===== src/rtl/xirq_pkg.sv =====
`timescale 1ns/1ps
package xirq_pkg;
  localparam int DW     = 32;
  localparam int ADDR_W = 3;
  localparam int FLD_W  = 4;

  localparam logic [ADDR_W-1:0] A_CTRL    = 3'd0;
  localparam logic [ADDR_W-1:0] A_NMICFG  = 3'd1;
  localparam logic [ADDR_W-1:0] A_FLAGS   = 3'd2;
  localparam logic [ADDR_W-1:0] A_NMIFLAG = 3'd3;
  localparam logic [ADDR_W-1:0] A_ENSET   = 3'd4;
  localparam logic [ADDR_W-1:0] A_ENCLR   = 3'd5;
  localparam logic [ADDR_W-1:0] A_CFG     = 3'd6;

  typedef enum logic [2:0] {
    SNS_NONE = 3'd0,
    SNS_RISE = 3'd1,
    SNS_FALL = 3'd2,
    SNS_BOTH = 3'd3,
    SNS_HIGH = 3'd4,
    SNS_LOW  = 3'd5
  } senseT;

  typedef struct packed {
    logic flagClr;
    logic nmiClr;
  } strobeT;
endpackage


===== src/rtl/xirq_line.sv =====
`timescale 1ns/1ps
module xirq_line
  import xirq_pkg::*;
(
  input  logic       clk,
  input  logic       rstN,
  input  logic       pin,
  input  logic [2:0] sense,
  input  logic       filtEn,
  input  logic       allow,
  input  logic       clr,
  output logic       flag,
  output logic       evt
);
  logic syncA, syncB, histA, histB, prevSel;
  logic majority, sel, hit, isLevel, setNow;

  always_ff @(posedge clk or negedge rstN) begin
    if (!rstN) begin
      syncA   <= 1'b0;
      syncB   <= 1'b0;
      histA   <= 1'b0;
      histB   <= 1'b0;
      prevSel <= 1'b0;
    end else begin
      syncA   <= pin;
      syncB   <= syncA;
      histA   <= syncB;
      histB   <= histA;
      prevSel <= sel;
    end
  end

  assign majority = (syncB & histA) | (syncB & histB) | (histA & histB);
  assign sel      = filtEn ? majority : syncB;

  always_comb begin
    hit     = 1'b0;
    isLevel = 1'b0;
    case (sense)
      SNS_RISE: hit = sel & ~prevSel;
      SNS_FALL: hit = ~sel & prevSel;
      SNS_BOTH: hit = sel ^ prevSel;
      SNS_HIGH: begin hit = sel;  isLevel = 1'b1; end
      SNS_LOW:  begin hit = ~sel; isLevel = 1'b1; end
      default:  hit = 1'b0;
    endcase
  end

  // a level condition yields to a clear in the same cycle; an edge does not
  assign setNow = hit & allow & ~(isLevel & clr);

  always_ff @(posedge clk or negedge rstN) begin
    if (!rstN) begin
      flag <= 1'b0;
      evt  <= 1'b0;
    end else begin
      flag <= (flag & ~clr) | setNow;
      evt  <= setNow & ~flag;
    end
  end

  AST_LEVEL_CLR_GAP: assert property (@(posedge clk) disable iff (!rstN) (clr && isLevel) |=> !flag);
  AST_EVT_WITH_FLAG: assert property (@(posedge clk) disable iff (!rstN) evt |-> flag);
  AST_EVT_SINGLE: assert property (@(posedge clk) disable iff (!rstN) evt |=> !evt);
  AST_GATED_NO_EVT: assert property (@(posedge clk) disable iff (!rstN) !allow |=> !evt);
endmodule


===== src/rtl/xirq_datapath.sv =====
`timescale 1ns/1ps
module xirq_datapath
  import xirq_pkg::*;
#(
  parameter int NUM_LINES = 16,
  localparam int CFG_BITS = NUM_LINES * FLD_W
) (
  input  logic                 clk,
  input  logic                 rstN,
  input  logic [NUM_LINES-1:0] extPins,
  input  logic                 nmiPin,
  input  logic [CFG_BITS-1:0]  cfgFlat,
  input  logic [FLD_W-1:0]     nmiCfg,
  input  logic                 globalEn,
  input  logic [NUM_LINES-1:0] enMask,
  input  strobeT               strb,
  input  logic [NUM_LINES-1:0] clrMask,
  output logic [NUM_LINES-1:0] flags,
  output logic                 nmiFlag,
  output logic [NUM_LINES-1:0] lineEvent,
  output logic                 irq
);
  logic nmiEvt;
  logic nmiOff;

  for (genvar i = 0; i < NUM_LINES; i++) begin : g_line
    xirq_line u_line (
      .clk    (clk),
      .rstN   (rstN),
      .pin    (extPins[i]),
      .sense  (cfgFlat[i*FLD_W +: 3]),
      .filtEn (cfgFlat[i*FLD_W + 3]),
      .allow  (globalEn),
      .clr    (strb.flagClr & clrMask[i]),
      .flag   (flags[i]),
      .evt    (lineEvent[i])
    );
  end

  xirq_line u_nmi (
    .clk    (clk),
    .rstN   (rstN),
    .pin    (nmiPin),
    .sense  (nmiCfg[2:0]),
    .filtEn (nmiCfg[3]),
    .allow  (1'b1),
    .clr    (strb.nmiClr),
    .flag   (nmiFlag),
    .evt    (nmiEvt)
  );

  assign irq    = |(flags & enMask);
  assign nmiOff = (nmiCfg[2:0] == SNS_NONE) || (nmiCfg[2:0] > SNS_LOW);

  AST_NMI_SENSE_OFF: assert property (@(posedge clk) disable iff (!rstN) (nmiOff && !nmiFlag) |=> !nmiFlag);
  AST_NMI_EVT_FLAG: assert property (@(posedge clk) disable iff (!rstN) nmiEvt |-> nmiFlag);
  AST_GLOBAL_OFF_NO_SET: assert property (@(posedge clk) disable iff (!rstN) !globalEn |=> ((flags & ~$past(flags)) == '0));
endmodule


===== src/rtl/xirq_control.sv =====
`timescale 1ns/1ps
module xirq_control
  import xirq_pkg::*;
#(
  parameter int NUM_LINES = 16,
  localparam int CFG_BITS = NUM_LINES * FLD_W,
  localparam int CFG_REGS = (CFG_BITS + DW - 1) / DW
) (
  input  logic                 clk,
  input  logic                 rstN,
  input  logic                 wrEn,
  input  logic [ADDR_W-1:0]    addr,
  input  logic [DW-1:0]        wrData,
  input  logic [NUM_LINES-1:0] flags,
  input  logic                 nmiFlag,
  output logic [DW-1:0]        rdData,
  output logic [CFG_BITS-1:0]  cfgFlat,
  output logic [FLD_W-1:0]     nmiCfg,
  output logic                 globalEn,
  output logic [NUM_LINES-1:0] enMask,
  output strobeT               strb,
  output logic [NUM_LINES-1:0] clrMask
);
  logic [DW-1:0] cfgRegs [CFG_REGS];

  always_ff @(posedge clk or negedge rstN) begin
    if (!rstN) begin
      globalEn <= 1'b0;
      nmiCfg   <= '0;
      enMask   <= '0;
      for (int k = 0; k < CFG_REGS; k++) cfgRegs[k] <= '0;
    end else if (wrEn) begin
      if (addr == A_CTRL)   globalEn <= wrData[0];
      if (addr == A_NMICFG) nmiCfg   <= wrData[FLD_W-1:0];
      if (addr == A_ENSET)  enMask   <= enMask | wrData[NUM_LINES-1:0];
      if (addr == A_ENCLR)  enMask   <= enMask & ~wrData[NUM_LINES-1:0];
      for (int k = 0; k < CFG_REGS; k++)
        if (addr == A_CFG + ADDR_W'(k)) cfgRegs[k] <= wrData;
    end
  end

  for (genvar k = 0; k < CFG_REGS; k++) begin : g_cfg
    localparam int LO = k * DW;
    localparam int HI = (LO + DW > CFG_BITS) ? CFG_BITS : LO + DW;
    assign cfgFlat[HI-1:LO] = cfgRegs[k][HI-LO-1:0];
  end

  assign strb.flagClr = wrEn && (addr == A_FLAGS);
  assign strb.nmiClr  = wrEn && (addr == A_NMIFLAG) && wrData[0];
  assign clrMask      = wrData[NUM_LINES-1:0];

  always_comb begin
    rdData = '0;
    case (addr)
      A_CTRL:           rdData = DW'(globalEn);
      A_NMICFG:         rdData = DW'(nmiCfg);
      A_FLAGS:          rdData = DW'(flags);
      A_NMIFLAG:        rdData = DW'(nmiFlag);
      A_ENSET, A_ENCLR: rdData = DW'(enMask);
      default: begin
        for (int k = 0; k < CFG_REGS; k++)
          if (addr == A_CFG + ADDR_W'(k)) rdData = cfgRegs[k];
      end
    endcase
  end

  AST_ENSET_SETS: assert property (@(posedge clk) disable iff (!rstN)
    (wrEn && addr == A_ENSET) |=> ((enMask & $past(wrData[NUM_LINES-1:0])) == $past(wrData[NUM_LINES-1:0])));
  AST_ENCLR_CLEARS: assert property (@(posedge clk) disable iff (!rstN)
    (wrEn && addr == A_ENCLR) |=> ((enMask & $past(wrData[NUM_LINES-1:0])) == '0));
endmodule


===== src/rtl/xirq_lines.sv =====
`timescale 1ns/1ps
module xirq_lines
  import xirq_pkg::*;
#(
  parameter int NUM_LINES = 16
) (
  input  logic                 clk,
  input  logic                 rstN,
  input  logic [NUM_LINES-1:0] extPins,
  input  logic                 nmiPin,
  input  logic                 wrEn,
  input  logic [2:0]           addr,
  input  logic [31:0]          wrData,
  output logic [31:0]          rdData,
  output logic                 irq,
  output logic                 nmiIrq,
  output logic [NUM_LINES-1:0] lineEvent
);
  localparam int CFG_BITS = NUM_LINES * FLD_W;

  logic [CFG_BITS-1:0]  cfgFlat;
  logic [FLD_W-1:0]     nmiCfg;
  logic                 globalEn;
  logic [NUM_LINES-1:0] enMask;
  logic [NUM_LINES-1:0] clrMask;
  logic [NUM_LINES-1:0] flags;
  logic                 nmiFlag;
  strobeT               strb;

  xirq_control #(.NUM_LINES(NUM_LINES)) u_ctrl (
    .clk(clk), .rstN(rstN), .wrEn(wrEn), .addr(addr), .wrData(wrData),
    .flags(flags), .nmiFlag(nmiFlag), .rdData(rdData), .cfgFlat(cfgFlat),
    .nmiCfg(nmiCfg), .globalEn(globalEn), .enMask(enMask), .strb(strb),
    .clrMask(clrMask)
  );

  xirq_datapath #(.NUM_LINES(NUM_LINES)) u_dp (
    .clk(clk), .rstN(rstN), .extPins(extPins), .nmiPin(nmiPin),
    .cfgFlat(cfgFlat), .nmiCfg(nmiCfg), .globalEn(globalEn), .enMask(enMask),
    .strb(strb), .clrMask(clrMask), .flags(flags), .nmiFlag(nmiFlag),
    .lineEvent(lineEvent), .irq(irq)
  );

  assign nmiIrq = nmiFlag;
endmodule


===== config.mk =====
export PLATFORM = sky130hd
export DESIGN_NAME = xirq_lines
export DESIGN_NICKNAME = d
export VERILOG_FILES = /design/src/rtl/xirq_pkg.sv /design/src/rtl/xirq_line.sv /design/src/rtl/xirq_datapath.sv /design/src/rtl/xirq_control.sv /design/src/rtl/xirq_lines.sv
export SDC_FILE = /design/constraint.sdc
export NUM_CORES = 1
export LEC_CHECK = 0
export ABC_AREA = 1
export BUFFER_PORTS_ARGS = -buffer_cell sky130_fd_sc_hd__buf_2
export CORE_AREA = 2 2 130 132
export CTS_BUF_LIST = sky130_fd_sc_hd__clkbuf_2
export DETAILED_ROUTE_END_ITERATION = 7
export DIE_AREA = 0 0 132 134
export GPL_TIMING_DRIVEN = 1
export MAX_ROUTING_LAYER = met4
export PLACE_DENSITY = 0.8
export SLEW_MARGIN = 40
export SYNTH_ARGS = -nofsm -noshare
export SYNTH_HDL_FRONTEND = slang
export SYNTH_SLANG_ARGS = --single-unit

===== constraint.sdc =====
create_clock -name clk -period 1.61 [get_ports clk]
set_input_delay 0.322 -clock clk [delete_from_list [all_inputs] [get_ports clk]]
set_output_delay 0.322 -clock clk [all_outputs]
set_load 0.01 [all_outputs]

# After elaboration in Yosys (flattened, before gate mapping)
# Index checks and enable logic that the tools add are counted.
totals:
  register_bits: 203
  inputBits: 55
  out_inout_bits: 50
classes:
  n_eq_ne: 92
  mux: 56
  bitwise: 340
  reduce_logical: 29
op_table:
  columns: ["op", "n"]
  rows:
  - ["$and 1x1->1", 184]
  - ["$pmux 32 s5", 1]
  - ["$eq 3x3->1 const B", 38]
  - ["$eq 3x2->1 const B", 36]
  - ["$pmux 1 s5", 17]
  - ["$not 1->1", 84]
  - ["$mux 32", 2]
  - ["$eq 3x1->1 const B", 18]
  - ["$or 1x1->1", 51]
  - ["$reduce_or 2->1", 18]
  - ["$mux 1", 34]
  - ["$and 16x16->16", 2]
  - ["$mux 16", 2]
  - ["$xor 1x1->1", 17]
  - ["$not 16->16", 1]
  - ["$or 16x16->16", 1]
  - ["$reduce_or 16->1", 1]
  - ["$reduce_and 2->1", 5]
  - ["$logic_and 1x1->1", 3]
  - ["$logic_not 3->1", 1]
  - ["$reduce_bool 2->1", 1]

# Longest topological paths before layout
depth:
  ltp_word: 10
  ltp_mapped: 12

# Modules after synthesis
# A second synthesis with hierarchy kept.
hier_totals:
  cells_unflattened: 1206
  area_unflattened_um2: 10136.0
modules_own_cells:
  columns: ["mod", "instances", "cells_per_inst", "area_each_um2"]
  rows:
  - ["xirq_line", 17, 38, 339.1]
  - ["xirq_control", 1, 490, 4070.2]
  - ["xirq_datapath", 1, 70, 301.5]

# Least setup slack after synthesis
# OpenSTA, ideal clock, no wires.
synth_path:
  kind: "input to output"
  start: "input port addr[0]"
  end: "output port rdData[18]"
  arrival_time_ps: 1285
  required_ps: 1288
  slack_ps: 3
  stages: 7
  n_path_buf: 2
  path_cell_list: "buf_4 > nor2_8 > nand2_2 > inv_2 > buf_2 > a21oi_1 > a21oi_1"
synth_between:
  elab_chain_cells: 4
  elab_cells_between_ends: 12
synth_rtl:
  columns: ["element", "line", "text"]
  rows:
  - ["start, declared", "xirq_lines.sv:12", "input logic [2:0] addr,"]
  - ["$eq 3x3->1", "xirq_control.sv:62", "if (addr == A_CFG + ADDR_W'(k)) rdData = cfgRegs[k];"]
  - ["$mux 32 (2 in series)", "xirq_control.sv:62", null]
  - ["$pmux 32 s5 (*)", "xirq_control.sv:54", "case (addr)"]
  - ["end, declared", "xirq_lines.sv:14", "output logic [31:0] rdData,"]
# Mark *: on every way between the ends. The rest lies on a longest branch, timed or not.

# Worst setup path in the final report
layout_path:
  start: "register u_dp.g_line[6].u_line.flag"
  end: "output port irq"
layout_between:
  elab_chain_cells: 2
layout_rtl:
  columns: ["element", "line", "text"]
  rows:
  - ["start, declared", "xirq_line.sv:12", "output logic flag,"]
  - ["start signal, assigned", "xirq_line.sv:58", "flag <= (flag & ~clr) | setNow;"]
  - ["$and 16x16->16", "xirq_datapath.sv:52", "assign irq = |(flags & enMask);"]
  - ["$reduce_or 16->1", "xirq_datapath.sv:52", null]
  - ["end, declared", "xirq_lines.sv:15", "output logic irq,"]
# No other way between the ends.

==> impl_summary.txt <==
----------------------------------------------------
[Outcome]
  Run status ... finished with violations
  Violated checks ... setup timing

[Cells and area]
  Area growth from synthesis to layout ... 42.0%
  Most common library cell in the layout ignoring fill and taps ... sky130_fd_sc_hd__nand2_1
  Post-layout util ... 82.9%
  Final Non-Filler Cells ... between 1,500 and 2,000
  Ratio of cells with drive above 1 in the final layout ... a little under 40%
  Number of nets in the finished design ... 1,564
  FILL cells ... 848
  Commonest non-fill, non-tap cells in the layout ... sky130_fd_sc_hd__nand2_1 (292), sky130_fd_sc_hd__dfrtp_1 (197), sky130_fd_sc_hd__inv_1 (145), sky130_fd_sc_hd__buf_4 (135), sky130_fd_sc_hd__buf_2 (101)

[Route]
  1st-iter DRT viols ... roughly 870
  Post-detailed-route DRC marker count ... 0
  Routed Wire Length ... 32.6 mm
  Via count ... between 9,000 and 10,000
  Residual antenna-violating net count after detailed routing ... 0
  Average wire length per cell after detail routing ... 18.8 microns
  Detailed-route vias per instance ... 5.69
  Number of detailed-route iterations in the first pass ... 6

[Clock tree]
  Clock tree from TritonCTS ... yes
  Root buffer cell ... sky130_fd_sc_hd__clkbuf_2
  Sink Count ... roughly 200
  Clock latency at the later pin of the worst-skew pair ... about 0.88 ns
  Bufs on Longest Clock Path ... 3
  Clock transition at the registers of the reported paths ... 0.12 ns
  Number of CTS-inserted buffers ... 52
  Maximum level of the CTS H-tree ... 2

[Floorplan]
  Overall die height ... around 130 microns
  Chip Width ... 132 microns
  Number of rows created at floorplan ... 47
  Core box area ... 16,300 sq um
  Boundary Pins ... around 110
  DIE AREA ... 17,700 sq um
  Starting utilization of the core area ... about three fifths

[Critical path]
  Largest incremental delay on the critical path ... 0.40 ns
  Cells along the critical path ... inv_1 > o22ai_2 > nor3b_2 > nand3_2 > buf_6
  Library cell contributing the largest single delay on the critical path ... sky130_fd_sc_hd__dfrtp_1
  CP arrival ... 2.02 ns
  Reg2Reg Depth ... 11
  Type of element capturing the critical path ... output pin
  Max FO, Critical Path ... 2
  Worst R2R End ... u_dp.g_line[14].u_line.evt
  Startpoint of the lowest-slack register-to-register path ... u_ctrl.cfgFlat[59]
  Register-to-register setup slack ... -0.28 ns
  Startpoint Class ... flip-flop
  Required time of the critical path ... 1.29 ns
  Path type of the worst setup path ... flip-flop to output pin

[Synthesis]
  Count of flip-flops with a built-in enable after synthesis ... 0
  Synth Register Bits ... 203
  Per-instance average area after synthesis ... 8.42 sq um
  Share of synthesized area occupied by flip-flops and latches ... 53.4%
  Number of standard cells after synthesis ... 1,129
  Leading register cell type out of synthesis ... sky130_fd_sc_hd__dfrtp_1
  Net count of the mapped netlist ... 1,218
  Post-Syn Area ... between 9000 and 10,000 sq um
  Netlist cell types ... 33
  Yosys warns ... 0
  Proportion of synthesized flip-flops having asynchronous set or reset ... 100%

[Placement]
  Final estimated routing congestion in global placement ... 0.950
  Port-buffer cells ... 104
  Cell count after placement ... approximately 1,500
  Final HPWL DP ... 16.8 mm

[STA]
  Worst-margin pin slew ... 0.398 ns
  Max Clock Skew ... 0.0881 ns
  Portion of the clock cycle consumed by the worst path in the final layout ... 146%
  Slew Viols, Final ... 0
  Final period demand of the worst path ... roughly 2.3 ns
  Post-route worst hold slack ... 0.0741 ns
  Count of final hold-check violations ... 0
  Setup repair after global routing missed its margin ... yes
  Final WS setup ... -0.736 ns
  Slew margin rel. ... 73.5%
  Number of endpoints failing setup at the final stage ... around 70
  Top achievable clock speed ... 426 MHz

[Job]
  Count of maximum capacitance violations ... 0

[Power and ir drop]
  Power per cell area ... 1140 nW/um^2
  Peak supply drop ... between 0.7 and 0.8 mV
  Static leakage ... 0.00719 uW

[GRT]
  Global route total overflow ... 0
  Vias in the first global route ... about 9,000
  Maximum number of pins on one net before global-route repair ... 41
  Global-route wire length before repair ... 44.4 mm
  Overall routing resource usage ... between 30% and 40%
  Antenna violations before repair ... 1

[Worst hold path]
  Worst hold-check path type ... input port to async pin

----------------------------------------------------
-- worst max-delay path by stage --
stage                                from          to  slack, ns  cells after the start
2_1_floorplan                     addr[0]  rdData[18]      0.003                      7
4_1_cts        u_dp.g_line[5].u_line.flag         irq      -0.71                      4
3_3_place_gp                      addr[0]  rdData[22]      -0.15                      9
6_report       u_dp.g_line[6].u_line.flag         irq      -0.74                      5
5_1_grt        u_dp.g_line[6].u_line.flag         irq      -0.81                      5
3_5_place_dp                      addr[0]  rdData[22]      -0.18                      9
-- report_power, final --
group / internal (uW) / total [uW] / switching [uW]
logic: 2360 / 5190 / 2830
registers: 5890 / 6610 / 724
clock network: 1430 / 3610 / 2180
total: 9680 / 15400 / 5730
-- worst max-delay path, delay by kind of cell, from the launching register on --
kind	cells	cell delay, ns
buffers and inverters	2	0.28
and+or+nand+nor	2	0.35
DFF	1	0.40
AOI/OAI and AO/OA	1	0.10
-- final cells by class --
type	instances	area (sq um)	share of cell area, %
multi-input combinational	692	4300	31.8
antenna	1	2.50	0.0185
inverter	193	737	5.46
sequential	203	5090	37.7
clock buffer	78	390	2.89
clock inverter	11	68.8	0.510
timing repair buffer	333	2640	19.6
tap	220	275	2.04
-- stage by stage --
stage,worst slack [ns],TNS (ns),power [uW],area [sq um]
2_1_floorplan,0.00286,0,8330,9510
3_3_place_gp,-0.149,-2.61,9390,10500
3_5_place_dp,-0.182,-4.09,9520,10500
4_1_cts,-0.706,-15.19,14000,12300
5_1_grt,-0.808,-22.15,16100,13500
6_report,-0.736,-16.37,15400,13500
-- cell usage after synthesis, types with 3 or more instances --
cell type / instances / area, sq um
sky130_fd_sc_hd__o22ai_1: 13 / 81.3
sky130_fd_sc_hd__dfrtp_1: 203 / 5080
sky130_fd_sc_hd__inv_1: 189 / 709
sky130_fd_sc_hd__buf_2: 10 / 50.1
sky130_fd_sc_hd__nand4_1: 10 / 62.6
sky130_fd_sc_hd__nand2_4: 3 / 33.8
sky130_fd_sc_hd__o21ai_0: 58 / 290
sky130_fd_sc_hd__o21ai_1: 44 / 220
sky130_fd_sc_hd__clkbuf_1: 11 / 41.3
sky130_fd_sc_hd__a21oi_1: 30 / 150
sky130_fd_sc_hd__nor2_1: 31 / 116
sky130_fd_sc_hd__buf_6: 3 / 33.8
sky130_fd_sc_hd__nand3_1: 38 / 190
sky130_fd_sc_hd__ha_1: 34 / 425
sky130_fd_sc_hd__nand2_1: 373 / 1400
sky130_fd_sc_hd__nor3_1: 5 / 25.0
sky130_fd_sc_hd__o221ai_1: 12 / 105
sky130_fd_sc_hd__o211ai_1: 6 / 45.0
sky130_fd_sc_hd__o2111ai_1: 4 / 35.0
sky130_fd_sc_hd__a22oi_1: 17 / 128
sky130_fd_sc_hd__buf_4: 17 / 128
sky130_fd_sc_hd__inv_2: 3 / 11.3
-- cell families after synthesis --
family          after synthesis  share of synthesized area [%]
simple gates                471                           20.5
compound gates              187                           11.3
buf+inv                     234                           10.3
flops                       203                           53.4
fa+ha+maj                    34                           4.47
-- registers in the layout, indices dropped and copies added (netlist names), named ones only --
signal	count
u_dp.u_nmi.syncA	1
u_dp.g_line.u_line.syncB	16
u_dp.g_line.u_line.evt	16
u_dp.g_line.u_line.histB	16
u_ctrl.cfgFlat	64
u_dp.u_nmi.prevSel	1
u_dp.u_nmi.syncB	1
u_dp.g_line.u_line.prevSel	16
u_dp.u_nmi.flag	1
u_ctrl.nmiCfg	4
u_dp.u_nmi.histA	1
u_ctrl.globalEn	1
u_dp.g_line.u_line.flag	16
u_dp.g_line.u_line.histA	16
u_dp.u_nmi.histB	1
u_dp.g_line.u_line.syncA	16
-- routing by layer --
| metal | track usage, % | vias up | wire length (microns) |
|---|---|---|---|
| li1 | - | 4289 | - |
| met1 | 39.6 | 4665 | 11600 |
| met2 | 53.2 | 682 | 16000 |
| met3 | 6.16 | 210 | 2920 |
| met4 | 16.2 | 0 | 2120 |
| met5 | - | - | 0 |
-- timing repair --
item	in CTS	in global routing
buffers inserted	71	64
hold buffers	54	0
endpoints found under the hold margin	329	0
pin swaps	42	123
gates resized for setup	85	209
setup endpoints to repair	52	83
gates cloned	0	0
Note: power is estimated with default switching activity, not from simulation.
